--- src/rtl/sgw_pkg.sv ---
package sgw_pkg;

    // Descriptor word layout (fixed by the list format)
    localparam int WORD_W      = 32;
    localparam int SEG_LEN_W   = 28;
    localparam int SEG_ADDR_W  = 31;
    localparam int END_FLAG_B  = 31;
    localparam int DESC_SHIFT  = 3;   // 8 bytes per descriptor
    localparam int WORD_SHIFT  = 2;   // 4 bytes per word

    typedef enum logic [2:0] {
        WS_IDLE,
        WS_REQ_LEN,
        WS_WAIT_LEN,
        WS_REQ_ADR,
        WS_WAIT_ADR,
        WS_OFFER
    } walk_state_e;

endpackage

--- src/rtl/sgw_addr_gen.sv ---
module sgw_addr_gen
    import sgw_pkg::*;
#(
    parameter int ADDR_W = 32,
    parameter int IDX_W  = 4
) (
    input  logic [ADDR_W-1:0] base,
    input  logic [IDX_W-1:0]  idx,
    input  logic              word_sel,
    output logic [ADDR_W-1:0] addr
);
    logic [ADDR_W-1:0] desc_off;
    logic [ADDR_W-1:0] word_off;

    always_comb begin
        desc_off = ADDR_W'(idx) << DESC_SHIFT;
        word_off = ADDR_W'(word_sel) << WORD_SHIFT;
        addr     = base + desc_off + word_off;
    end
endmodule

--- src/rtl/sgw_field_split.sv ---
module sgw_field_split
    import sgw_pkg::*;
(
    input  logic [WORD_W-1:0]     len_word,
    input  logic [WORD_W-1:0]     adr_word,
    output logic [SEG_LEN_W-1:0]  seg_len,
    output logic [SEG_ADDR_W-1:0] seg_addr,
    output logic                  seg_last
);
    logic unused_fields;

    always_comb begin
        seg_len  = len_word[SEG_LEN_W-1:0];
        seg_last = len_word[END_FLAG_B];
        seg_addr = adr_word[SEG_ADDR_W-1:0];
    end

    assign unused_fields = ^{len_word[END_FLAG_B-1:SEG_LEN_W], adr_word[WORD_W-1:SEG_ADDR_W]};
endmodule

--- src/rtl/sgw_seq.sv ---
module sgw_seq
    import sgw_pkg::*;
#(
    parameter int ADDR_W      = 32,
    parameter int MAX_ENTRIES = 16,
    parameter int IDX_W       = 4
) (
    input  logic              clk,
    input  logic              rst_n,
    input  logic              start,
    input  logic [ADDR_W-1:0] base_in,
    input  logic              req_ready,
    input  logic              rsp_valid,
    input  logic [WORD_W-1:0] rsp_data,
    input  logic              out_ready,
    input  logic              cur_last,
    output logic [ADDR_W-1:0] base,
    output logic [IDX_W-1:0]  idx,
    output logic              word_sel,
    output logic [WORD_W-1:0] len_word,
    output logic [WORD_W-1:0] adr_word,
    output logic              req_valid,
    output logic              out_valid,
    output logic              busy,
    output logic              done,
    output logic              err
);
    localparam logic [IDX_W-1:0] LAST_IDX = IDX_W'(MAX_ENTRIES - 1);

    typedef struct packed {
        walk_state_e       st;
        logic [ADDR_W-1:0] base;
        logic [IDX_W-1:0]  idx;
        logic [WORD_W-1:0] len_word;
        logic [WORD_W-1:0] adr_word;
        logic              done;
        logic              err;
    } walk_regs_t;

    walk_regs_t walk_d, walk_q;

    always_comb begin
        walk_d      = walk_q;
        walk_d.done = 1'b0;
        walk_d.err  = 1'b0;
        unique case (walk_q.st)
            WS_IDLE: begin
                if (start) begin
                    walk_d.base = base_in;
                    walk_d.idx  = '0;
                    walk_d.st   = WS_REQ_LEN;
                end
            end
            WS_REQ_LEN: begin
                if (req_ready) walk_d.st = WS_WAIT_LEN;
            end
            WS_WAIT_LEN: begin
                if (rsp_valid) begin
                    walk_d.len_word = rsp_data;
                    walk_d.st       = WS_REQ_ADR;
                end
            end
            WS_REQ_ADR: begin
                if (req_ready) walk_d.st = WS_WAIT_ADR;
            end
            WS_WAIT_ADR: begin
                if (rsp_valid) begin
                    walk_d.adr_word = rsp_data;
                    walk_d.st       = WS_OFFER;
                end
            end
            WS_OFFER: begin
                if (out_ready) begin
                    if (cur_last) begin
                        walk_d.done = 1'b1;
                        walk_d.st   = WS_IDLE;
                    end else if (walk_q.idx == LAST_IDX) begin
                        walk_d.err = 1'b1;
                        walk_d.st  = WS_IDLE;
                    end else begin
                        walk_d.idx = walk_q.idx + 1'b1;
                        walk_d.st  = WS_REQ_LEN;
                    end
                end
            end
            default: walk_d.st = WS_IDLE;
        endcase
    end

    always_ff @(posedge clk) begin
        if (!rst_n) begin
            walk_q <= '{st: WS_IDLE, default: '0};
        end else begin
            walk_q <= walk_d;
        end
    end

    always_comb begin
        base      = walk_q.base;
        idx       = walk_q.idx;
        len_word  = walk_q.len_word;
        adr_word  = walk_q.adr_word;
        word_sel  = (walk_q.st == WS_REQ_ADR);
        req_valid = (walk_q.st == WS_REQ_LEN) || (walk_q.st == WS_REQ_ADR);
        out_valid = (walk_q.st == WS_OFFER);
        busy      = (walk_q.st != WS_IDLE);
        done      = walk_q.done;
        err       = walk_q.err;
    end
endmodule

--- src/rtl/sg_list_walker.sv ---
module sg_list_walker
    import sgw_pkg::*;
#(
    parameter int ADDR_W      = 32,
    parameter int MAX_ENTRIES = 16
) (
    input  logic                  clk,
    input  logic                  rst_n,
    input  logic                  start_i,
    input  logic [ADDR_W-1:0]     base_i,
    output logic                  rd_req_valid_o,
    input  logic                  rd_req_ready_i,
    output logic [ADDR_W-1:0]     rd_addr_o,
    input  logic                  rd_rsp_valid_i,
    input  logic [31:0]           rd_rsp_data_i,
    output logic                  seg_valid_o,
    input  logic                  seg_ready_i,
    output logic [30:0]           seg_addr_o,
    output logic [27:0]           seg_len_o,
    output logic                  seg_last_o,
    output logic                  busy_o,
    output logic                  done_o,
    output logic                  err_o
);
    localparam int IDX_W = (MAX_ENTRIES > 1) ? $clog2(MAX_ENTRIES) : 1;

    logic [ADDR_W-1:0] base_w;
    logic [IDX_W-1:0]  idx_w;
    logic              word_sel_w;
    logic [WORD_W-1:0] len_word_w;
    logic [WORD_W-1:0] adr_word_w;
    logic              last_w;

    sgw_seq #(
        .ADDR_W      (ADDR_W),
        .MAX_ENTRIES (MAX_ENTRIES),
        .IDX_W       (IDX_W)
    ) u_seq (
        .clk       (clk),
        .rst_n     (rst_n),
        .start     (start_i),
        .base_in   (base_i),
        .req_ready (rd_req_ready_i),
        .rsp_valid (rd_rsp_valid_i),
        .rsp_data  (rd_rsp_data_i),
        .out_ready (seg_ready_i),
        .cur_last  (last_w),
        .base      (base_w),
        .idx       (idx_w),
        .word_sel  (word_sel_w),
        .len_word  (len_word_w),
        .adr_word  (adr_word_w),
        .req_valid (rd_req_valid_o),
        .out_valid (seg_valid_o),
        .busy      (busy_o),
        .done      (done_o),
        .err       (err_o)
    );

    sgw_addr_gen #(
        .ADDR_W (ADDR_W),
        .IDX_W  (IDX_W)
    ) u_addr (
        .base     (base_w),
        .idx      (idx_w),
        .word_sel (word_sel_w),
        .addr     (rd_addr_o)
    );

    sgw_field_split u_split (
        .len_word (len_word_w),
        .adr_word (adr_word_w),
        .seg_len  (seg_len_o),
        .seg_addr (seg_addr_o),
        .seg_last (last_w)
    );

    assign seg_last_o = last_w;
endmodule

--- config.mk ---
export PLATFORM = sky130hd
export DESIGN_NAME = sg_list_walker
export DESIGN_NICKNAME = d
export VERILOG_FILES = /design/src/rtl/sgw_pkg.sv /design/src/rtl/sgw_addr_gen.sv /design/src/rtl/sgw_field_split.sv /design/src/rtl/sgw_seq.sv /design/src/rtl/sg_list_walker.sv
export SDC_FILE = /design/constraint.sdc
export NUM_CORES = 1
export LEC_CHECK = 0
export CORE_MARGIN = 2
export CORE_UTILIZATION = 50
export CTS_CLUSTER_SIZE = 24
export DETAILED_ROUTE_END_ITERATION = 16
export PLACE_DENSITY = 0.91
export SYNTH_ARGS = -nofsm -noshare
export SYNTH_HDL_FRONTEND = slang
export SYNTH_SLANG_ARGS = --single-unit
--- constraint.sdc ---
create_clock -name clk -period 3.95 [get_ports clk]
set_input_delay 0.5925 -clock clk [delete_from_list [all_inputs] [get_ports clk]]
set_output_delay 0.5925 -clock clk [all_outputs]
set_load 0.005 [all_outputs]
==> impl_metrics.env <==
export IMPL_routed_wirelength_um=12100
export IMPL_start_util=0.514
export IMPL_crit_path_start_kind="flop"
export IMPL_setup_worst_path_end_class="primary output"
export IMPL_post_cts_resized=0
export IMPL_worstHoldPathCells=2
export IMPL_grt_usage=0.226
export IMPL_post_cts_buffers=0
export IMPL_tritoncts_clock_tree="done"
export IMPL_yosys_top_cells_area="sky130_fd_sc_hd__dfxtp_1 40%, sky130_fd_sc_hd__nand2_1 15%, sky130_fd_sc_hd__a21boi_0 12%, sky130_fd_sc_hd__buf_4 9.3%, sky130_fd_sc_hd__xor2_1 3.3%"
export IMPL_part_of_the_yosys_area_used_for_sequential_elements=0.403
export IMPL_finClkSkew_ns=0.0124
export IMPL_dpl_instance_area_um2=6280
export IMPL_routabilityCongestion=0.934
export IMPL_clock_tree_buffer_depth=2
export IMPL_synthesis_instances=621
export IMPL_period_minus_ws_final_ns=3.76
export IMPL_core_rowCount=36
export IMPL_cp_data_arrival_time_ns=3.17
export IMPL_clkLatencyLatePin_ns=0.37
export IMPL_residual_antenna_violating_net_count_after_detailed_routing=0
export IMPL_worst_hold_startpoint="u_seq.adr_word[13]$_SDFFE_PN0P_"
export IMPL_worst_ir_drop_vdd_mv=0.256
export IMPL_antenna_cells=0
export IMPL_grt_pass1_vias=4272
export IMPL_cts_inserted_buffers=9
export IMPL_netlist_top_cell_by_area="sky130_fd_sc_hd__dfxtp_1"
export IMPL_final_min_period_over_clock_period=0.952
export IMPL_yosys_area_top_type_share=0.403
export IMPL_slew_violations=0
export IMPL_critical_path_class="flop to primary output"
export IMPL_detail_route_first_pass_iterations=4
export IMPL_top_level_ports=167
export IMPL_worstReg2RegEnd="u_seq.base[2]$_SDFFE_PN0P_"
export IMPL_ctsHtreeMaxLevel=3
export IMPL_layout_nets=786
export IMPL_cap_violations=0
export IMPL_synthArstFlopShare=0
export IMPL_post_synth_instance_area_um2=5020
export IMPL_timing_hold_worst_class="flop to flop"
export IMPL_die_area_um2=10900
export IMPL_grt_max_degree=62
export IMPL_number_of_antenna_violations_at_the_first_check_in_global_routing=0
export IMPL_rr_worst_depth=4
export IMPL_hpwl_um=9070
export IMPL_clkSinkCount=101
export IMPL_coreArea_um2=9770
export IMPL_die_width_um=104
export IMPL_grt_setup_unrepaired="false"
export IMPL_route_detailed_drc=0
export IMPL_finalWorstSetupSlack_ns=0.191
export IMPL_synth_main_ff_cell="sky130_fd_sc_hd__dfxtp_1"
export IMPL_avgRoutedWirePerCell_um=14.3
export IMPL_outcome="completed"
export IMPL_initialDrtViolationCount=124
export IMPL_yosys_warnings=0
export IMPL_most_common_cell_after_layout_fill_and_taps_aside="sky130_fd_sc_hd__nand2_1"
export IMPL_multi_input_area_um2=2370
export IMPL_power_density_nw_per_um2=310
export IMPL_root_buffer="sky130_fd_sc_hd__clkbuf_8"
export IMPL_total_leakage_power_nw=2.29
export IMPL_clkSlewWorstSetupHoldPaths_ns=0.10
export IMPL_vias_per_cell=5.04
export IMPL_fmax_mhz=266
export IMPL_regToRegStartpoint="u_seq.walk_q[102]$_SDFFE_PN0P_"
export IMPL_rrSetupSlack_ns=1.99
export IMPL_area_growth_pct=29.2
export IMPL_fin_tns_setup_ns=0
export IMPL_synth_enable_flop_cells=0
export IMPL_dr_total_vias=4273
export IMPL_number_of_port_buffers=166
export IMPL_worst_hold_slack_ns=0.466
export IMPL_num_fill_cells=763
export IMPL_most_common_layout_cells="199 x sky130_fd_sc_hd__nand2_1, 165 x sky130_fd_sc_hd__clkdlybuf4s50_1, 99 x sky130_fd_sc_hd__dfxtp_1, 81 x sky130_fd_sc_hd__a21boi_0, 20 x sky130_fd_sc_hd__nor2_1"
export IMPL_grt_remaining_overflow=0
export IMPL_worst_pin_slew_ns=1.13
export IMPL_worst_setup_slack_before_clock_tree_synthesis_ns=0.501
export IMPL_die_height_um=104
export IMPL_setup_viol=0
export IMPL_synthesis_area_per_instance_um2=8.09
export IMPL_ff_latch_area_um2=2030
export IMPL_cts_hold_fix_buffers=0
export IMPL_synth_seq_cells=101
export IMPL_crit_fanout=13
export IMPL_yosys_cell_types_count=45
export IMPL_hold_viol=0
export IMPL_worst_hold_path_endpoint="u_seq.adr_word[13]$_SDFFE_PN0P_"
export IMPL_grt_first_pass_wirelength_um=20400
export IMPL_post_route_cell_area_um2=6490
export IMPL_synth_net_count=698
export IMPL_layout_drive_gt1_share=0.0504
export IMPL_crit_required_ns=3.36
export IMPL_slew_limit_headroom=0.249
layout make-up:
cell class / instances / share of cell area
multi-input combinational: 416 / 0.365
clock buffer: 9 / 0.0191
tap: 133 / 0.0256
clock inverter: 7 / 0.0112
sequential: 101 / 0.312
inverter: 10 / 0.00578
timing repair buffer: 171 / 0.261
metal layers:
| layer | up-vias | track usage | wire [um] |
|---|---|---|---|
| li1 | 2129 | - | - |
| met1 | 1995 | 0.251 | 4860 |
| met2 | 133 | 0.416 | 6160 |
| met3 | 16 | 0.0777 | 915 |
| met4 | 0 | 0.0512 | 135 |
| met5 | - | 0 | 0 |
worst max-delay path, stage by stage (launching register included):
cell                              delay [ns]
sky130_fd_sc_hd__dfxtp_4                0.40
sky130_fd_sc_hd__nor2b_1                0.16
sky130_fd_sc_hd__and2_1                 0.18
sky130_fd_sc_hd__ha_1                   0.23
sky130_fd_sc_hd__a211oi_1               0.31
sky130_fd_sc_hd__nor2_1                 0.16
sky130_fd_sc_hd__o31ai_4                0.51
sky130_fd_sc_hd__nor2_1                 0.13
sky130_fd_sc_hd__xor2_1                 0.19
sky130_fd_sc_hd__clkdlybuf4s50_1        0.53
through the flow:
step | instances | util | total power [mW]
floorplan | 621 | - | 1.23
global placement | 831 | 0.643 | 1.38
detailed placement | 831 | 0.643 | 1.39
CTS | 847 | 0.663 | 2.03
global route | 847 | 0.664 | 2.10
finish | 847 | 0.664 | 2.01
sequential cells by signal, indices dropped and copies added, names as in the netlist:
| signal | cells |
|---|---|
| u_seq.done | 1 |
| u_seq.err | 1 |
| u_seq.len_word | 29 |
| u_seq.idx | 4 |
| u_seq.walk_q | 3 |
| u_seq.adr_word | 31 |
| u_seq.base | 32 |
synth_stat cells (2+ instances only):
library cell	instances
sky130_fd_sc_hd__and4_1	4
sky130_fd_sc_hd__and3_1	2
sky130_fd_sc_hd__a211oi_1	2
sky130_fd_sc_hd__nor2b_1	4
sky130_fd_sc_hd__o21ai_0	3
sky130_fd_sc_hd__nand2_1	199
sky130_fd_sc_hd__a21boi_1	12
sky130_fd_sc_hd__nor3_2	2
sky130_fd_sc_hd__and2_1	3
sky130_fd_sc_hd__buf_2	15
sky130_fd_sc_hd__clkbuf_1	16
sky130_fd_sc_hd__inv_1	10
sky130_fd_sc_hd__dfxtp_1	101
sky130_fd_sc_hd__xor2_1	19
sky130_fd_sc_hd__nand3_1	12
sky130_fd_sc_hd__nor2_1	20
sky130_fd_sc_hd__a21oi_1	4
sky130_fd_sc_hd__a21boi_0	81
sky130_fd_sc_hd__xnor2_1	11
sky130_fd_sc_hd__buf_4	62
sky130_fd_sc_hd__ha_1	6
sky130_fd_sc_hd__nand4_1	5
sky130_fd_sc_hd__nor3_1	6
cell families after synthesis:
group,after synthesis,share of synthesized area
AND/OR/NAND/NOR,266,0.227
AO/OA/AOI/OAI,111,0.167
buffers and inverters,104,0.128
flip-flops,101,0.403
XOR/XNOR,30,0.0523
adder cells (fa/ha/maj),7,0.0189
multiplexers,2,0.00424
report_power, final:
group	total, mW	switching [mW]	internal [mW]
clock network	0.643	0.393	0.250
registers	1.09	0.0360	1.05
logic	0.279	0.114	0.165
worst max path at each step:
stage,from,end,slack (ns),cells past startpoint
6_report,u_seq.walk_q[102]$_SDFFE_PN0P_,rd_addr_o[17],0.19,9
5_1_grt,u_seq.walk_q[102]$_SDFFE_PN0P_,rd_addr_o[29],0.02,9
4_1_cts,u_seq.walk_q[102]$_SDFFE_PN0P_,rd_addr_o[23],0.08,9
3_5_place_dp,u_seq.walk_q[102]$_SDFFE_PN0P_,rd_addr_o[23],0.50,9
3_3_place_gp,u_seq.walk_q[102]$_SDFFE_PN0P_,rd_addr_o[22],0.59,10
2_1_floorplan,u_seq.walk_q[102]$_SDFFE_PN0P_,rd_addr_o[22],1.12,10
Note: power is estimated with default switching activity, not from simulation.
